### config.mk
export PLATFORM = sky130hd
export DESIGN_NAME = pie_enable_ctrl
export DESIGN_NICKNAME = d
export VERILOG_FILES = /design/src/rtl/pie_pkg.sv /design/src/rtl/pie_sync.sv /design/src/rtl/pie_entry_cnt.sv /design/src/rtl/pie_ctrl_fsm.sv /design/src/rtl/pie_enable_ctrl.sv
export SDC_FILE = /design/constraint.sdc
export NUM_CORES = 1
export LEC_CHECK = 0
export CORE_AREA = 2 2 39 41
export CTS_BUF_LIST = sky130_fd_sc_hd__clkbuf_8
export CTS_CLUSTER_SIZE = 40
export DETAILED_ROUTE_END_ITERATION = 8
export DIE_AREA = 0 0 41 43
export DONT_BUFFER_PORTS = 1
export PLACE_DENSITY_LB_ADDON = 0.05
export SLEW_MARGIN = 15
export SYNTH_ARGS = -nofsm -noshare
export SYNTH_HDL_FRONTEND = slang
export SYNTH_SLANG_ARGS = --single-unit
### constraint.sdc
create_clock -name clk -period 1.9 [get_ports clk]
set_input_delay 0.285 -clock clk [delete_from_list [all_inputs] [get_ports clk]]
set_output_delay 0.285 -clock clk [all_outputs]
set_load 0.05 [all_outputs]
### src/rtl/pie_pkg.sv
package pie_pkg;
  typedef enum logic [1:0] {
    PIE_IDLE   = 2'd0,
    PIE_WAIT   = 2'd1,
    PIE_COUNT  = 2'd2,
    PIE_ACTIVE = 2'd3
  } pie_state_e;
endpackage

### src/rtl/pie_sync.sv
module pie_sync #(
  parameter int WIDTH = 4,
  parameter int STAGES = 2,
  parameter logic [WIDTH-1:0] RST_VAL = '0
) (
  input  logic             clk,
  input  logic             por_n,
  input  logic [WIDTH-1:0] d,
  output logic [WIDTH-1:0] q
);
  logic [STAGES-1:0][WIDTH-1:0] stg;

  always_ff @(posedge clk or negedge por_n) begin
    if (!por_n) begin
      for (int i = 0; i < STAGES; i++) stg[i] <= RST_VAL;
    end else begin
      stg[0] <= d;
      for (int i = 1; i < STAGES; i++) stg[i] <= stg[i-1];
    end
  end

  assign q = stg[STAGES-1];
endmodule

### src/rtl/pie_entry_cnt.sv
module pie_entry_cnt #(
  parameter int ENTRY_CYCLES = 16
) (
  input  logic clk,
  input  logic por_n,
  input  logic run,
  input  logic pclk_s,
  input  logic pdata_s,
  output logic done
);
  localparam int CW = $clog2(ENTRY_CYCLES + 1);

  logic [CW-1:0] cnt;
  logic          pclk_d;
  logic          rise;

  always_ff @(posedge clk or negedge por_n) begin
    if (!por_n) pclk_d <= 1'b0;
    else        pclk_d <= pclk_s;
  end

  assign rise = pclk_s & ~pclk_d;
  assign done = run & rise & pdata_s & (cnt == CW'(ENTRY_CYCLES - 1));

  always_ff @(posedge clk or negedge por_n) begin
    if (!por_n)              cnt <= '0;
    else if (!run || done)   cnt <= '0;
    else if (rise)           cnt <= pdata_s ? cnt + 1'b1 : '0;
  end
endmodule

### src/rtl/pie_ctrl_fsm.sv
module pie_ctrl_fsm
  import pie_pkg::*;
(
  input  logic       clk,
  input  logic       por_n,
  input  logic       req,
  input  logic       delay_done,
  input  logic       entry_done,
  input  logic       nvm_set,
  input  logic       nvm_clr,
  output pie_state_e state,
  output logic       phy_active,
  output logic       phy_rx_init,
  output logic       core_rst_req,
  output logic       nvm_en
);
  pie_state_e nxt;

  always_comb begin
    nxt = state;
    unique case (state)
      PIE_IDLE:   if (req) nxt = PIE_WAIT;
      PIE_WAIT:   if (!req) nxt = PIE_IDLE;
                  else if (delay_done) nxt = PIE_COUNT;
      PIE_COUNT:  if (!req) nxt = PIE_IDLE;
                  else if (entry_done) nxt = PIE_ACTIVE;
      PIE_ACTIVE: if (!req && !nvm_en) nxt = PIE_IDLE;
      default:    nxt = PIE_IDLE;
    endcase
  end

  always_ff @(posedge clk or negedge por_n) begin
    if (!por_n) begin
      state       <= PIE_IDLE;
      phy_rx_init <= 1'b0;
      nvm_en      <= 1'b0;
    end else begin
      state       <= nxt;
      phy_rx_init <= (nxt == PIE_ACTIVE) && (state != PIE_ACTIVE);
      if (state == PIE_ACTIVE) begin
        if (nvm_clr)      nvm_en <= 1'b0;
        else if (nvm_set) nvm_en <= 1'b1;
      end
    end
  end

  assign phy_active   = (state == PIE_ACTIVE);
  assign core_rst_req = (state != PIE_IDLE);
endmodule

### src/rtl/pie_enable_ctrl.sv
module pie_enable_ctrl
  import pie_pkg::*;
#(
  parameter int SYNC_STAGES = 2,
  parameter int ENTRY_CYCLES = 16
) (
  input  logic clk,
  input  logic por_n,
  input  logic rst_pin_n,
  input  logic hv_present,
  input  logic rst_disabled,
  input  logic delay_done,
  input  logic pclk,
  input  logic pdata,
  input  logic nvm_set,
  input  logic nvm_clr,
  output logic phy_active,
  output logic phy_rx_init,
  output logic core_rst_req,
  output logic nvm_en
);
  localparam int NPIN = 4;
  localparam logic [NPIN-1:0] PIN_RST = 4'b0001;

  logic [NPIN-1:0] pins_raw;
  logic [NPIN-1:0] pins_s;
  logic            rst_n_s, hv_s, pclk_s, pdata_s;
  logic            req_s;
  logic            entry_done;
  pie_state_e      state;

  assign pins_raw = {pdata, pclk, hv_present, rst_pin_n};

  pie_sync #(.WIDTH(NPIN), .STAGES(SYNC_STAGES), .RST_VAL(PIN_RST)) u_sync (
    .clk(clk), .por_n(por_n), .d(pins_raw), .q(pins_s)
  );

  assign rst_n_s = pins_s[0];
  assign hv_s    = pins_s[1];
  assign pclk_s  = pins_s[2];
  assign pdata_s = pins_s[3];

  generate
    if (SYNC_STAGES < 1) begin : g_bad
      initial $error("SYNC_STAGES must be at least 1");
    end
  endgenerate

  assign req_s = rst_disabled ? hv_s : ~rst_n_s;

  pie_entry_cnt #(.ENTRY_CYCLES(ENTRY_CYCLES)) u_cnt (
    .clk(clk), .por_n(por_n), .run(state == PIE_COUNT),
    .pclk_s(pclk_s), .pdata_s(pdata_s), .done(entry_done)
  );

  pie_ctrl_fsm u_fsm (
    .clk(clk), .por_n(por_n), .req(req_s), .delay_done(delay_done),
    .entry_done(entry_done), .nvm_set(nvm_set), .nvm_clr(nvm_clr),
    .state(state), .phy_active(phy_active), .phy_rx_init(phy_rx_init),
    .core_rst_req(core_rst_req), .nvm_en(nvm_en)
  );
endmodule

==> reports/metrics.cfg <==
[yosys]
syn_nets=71
syn_inst=59
synth_commonest_cells=dfrtp_1, nand2_1, a21oi_1, nor2_1, inv_1
ys_warn_count=0
async_flop_share=1.000
syn-cell-area_sq_um=709.4
synth.distinct_cells=26
seq_area_frac_synth=0.6384
synth_top_area_cell=dfrtp_1
synth.most_common_cell=dfrtp_1
avgSynthCellArea_sq_um=12.02
synth_ff_type=dfrtp_1
synthTopCellsByArea=dfrtp_1, dfstp_2, ha_1
synth_top_area_frac=0.5644
ys_ff_latch=18
synth_edf_count=0

[floorplanning]
fp.dieH_microns=43
dieArea_sq_mm=0.001763
initial_utilization=0.5127
coreArea_sq_mm=0.001384
pin_count=14
rows=14
die_w_microns=41

[timing]
finalSetupViolations=0
drv_slew=0
worstMarginPinSlew_ps=779.6
worst_slack_ps=40.53
skew_ps=1.560
period_minus_slack_ps=1859
hold_ws_ps=23.51
timing.slew.headroom=0.4785
post-route-period-util=0.9787
fmax_mhz=537.8
hold_violations=0

[drt]
initialDrtViolationCount=12
vias=519
dr.pass1.iters=6
drc=0
ant_nets=0
routed_wl_mm=1.446
via_per_inst=6.106
wl_per_cell_microns=17.01

[pwr]
p_switching_uw=201.3
p_int_uw=604.1
p_comb_frac=0.069
pwr_density_cell_mw_per_mm2=945.3
switching_share=0.2500
clkPwrFrac=0.384
peakVddDrop_mv=0.6004
pwr-share-seq=0.548
p_leak_uw=0.0003531

[global_route]
grt_max_degree=19
grt_pass1_vias=540
grt_pass1_wl_mm=2.152
antenna_found_initial=0
grt_overflow=0
grtUsageTotal=0.1882

[cells_and_area]
nets=82
area_growth_pct=20.11
antenna_cells=0
layout-drive-gt1-share=0.2174
num-fill-cells=110
stdcell_count=85

[worst_setup_path]
end_kind=flip-flop
cpPeakStageDelay_ps=410
crit_type=flip-flop to flip-flop
start_kind=flip-flop
cp_data_required_time_ps=2070
worstPathArrival_ps=2030
crit_path_cell_trace=ha_2 > and3_4 > ha_4 > and4bb_2 > or3b_1 > a31oi_1
crit_fanout=4
slowest_stage=dfrtp_1

[placed_design]
place_hpwl_microns=954.8
portBuffers=0
gp_congestion=0.7382
pre_cts_ws_ps=-7.997
placedCellCount=76

[clock_network]
clk_pin_slew_ps=70
cts.path.max_buffers=2
h-tree-depth=1
cts_tree=built
clock-sinks=18
cts_root_buffer=clkbuf_8
clock_latency_ps=250
cts_made_buffers=3

[job]
cap_violations=0

[run_status]
status=finished, final reports clean

[min_path]
hold_path_class=input pin to flip-flop

-- layout by cell type, fill, tap and decap left out, drive strengths merged, types with 2 or more instances in the layout --
master and n:
nand4b 2, and2 2, inv 3, nor3 2, a21oi 4, dfstp 2, o21ai 2, ha 2
clkbuf 4, nand2 5, dfrtp 16, buf 5, nor2 4
-- flip-flops by register name, indices dropped and copies added (netlist names) --
register           count
u_sync.q               4
u_cnt.cnt              5
u_sync.stg             4
u_cnt.pclk_d           1
u_fsm.phy_rx_init      1
u_fsm.nvm_en           1
u_fsm.state            2
-- metal layers --
layer,vias to the layer above,track usage,part of all wire
met5,-,0,0
met4,0,0.09333,0.013
met3,2,0.04712,0.050
met2,17,0.3188,0.53
met1,267,0.2021,0.40
li1,233,-,-
-- per-stage QoR --
step           utilization  instance area [sq um]  power, uW  TNS (ps)
2_1_floorplan            -                  709.4      481.3         0
3_3_place_gp        0.5326                  737.0      487.8         0
3_5_place_dp        0.5326                  737.0      493.1    -7.997
4_1_cts             0.5904                  817.0      808.8         0
5_1_grt             0.6157                  852.1      832.2    -32.01
6_report            0.6157                  852.1      805.5         0
-- layout make-up --
type,count,area (sq um),share of cell area
Sequential cell,18,452.9,0.5316
Multi-Input combinational cell,38,265.3,0.3113
Clock buffer,4,55.05,0.06461
Timing Repair Buffer,6,47.55,0.05580
Tap cell,16,20.02,0.02349
Inverter,3,11.26,0.01322
-- path summary, 6_finish.rpt --
check	start	cells past startpoint	endpoint	slack (ps)
worst max-delay path	u_cnt.cnt[0]	6	u_cnt.cnt[3]	40
worst min-delay path	rst_pin_n	0	u_sync.stg[0]	20
worst max register to register	u_cnt.cnt[0]	6	u_cnt.cnt[3]	40
worst min register to register	u_sync.stg[3]	0	u_sync.q[3]	360
max in group asynchronous	por_n	1	u_cnt.cnt[0]	860
min in group asynchronous	por_n	1	u_fsm.state[1]	550
-- worst max-delay path: cells and delay by family (launching register included) --
| family | cells | cell delay, ps |
|---|---|---|
| AND/OR/NAND/NOR | 3 | 860 |
| AO/OA/AOI/OAI | 1 | 160 |
| flip-flops | 1 | 410 |
| adder cells (fa/ha/maj) | 2 | 360 |
-- cells by family (layout without fill, tap and decap cells) --
family,Yosys count,count (layout),synth area share
compound gates,12,12,0.1058
fa+ha+maj,2,2,0.03527
flops,18,18,0.6384
simple gates,23,23,0.1905
buf+inv,3,13,0.01587
mux,1,1,0.01411
-- power by group through the flow --
stage,logic (uW),clock network [uW],registers [uW]
floorplan,39.0,0,442
global placement,41.7,0,446
detailed placement,45.0,0,448
CTS,55.4,312,441
global route,61.2,328,443
finish,55.4,309,441
-- timing repair --
action	CTS	global route
endpoints found under the hold margin	18	0
setup buffers	2	2
setup endpoints to repair	1	1
pin swaps	1	3
hold buffers	1	0
gates cloned	0	0
resized for setup	0	4
(Power assumes the default switching activity.)
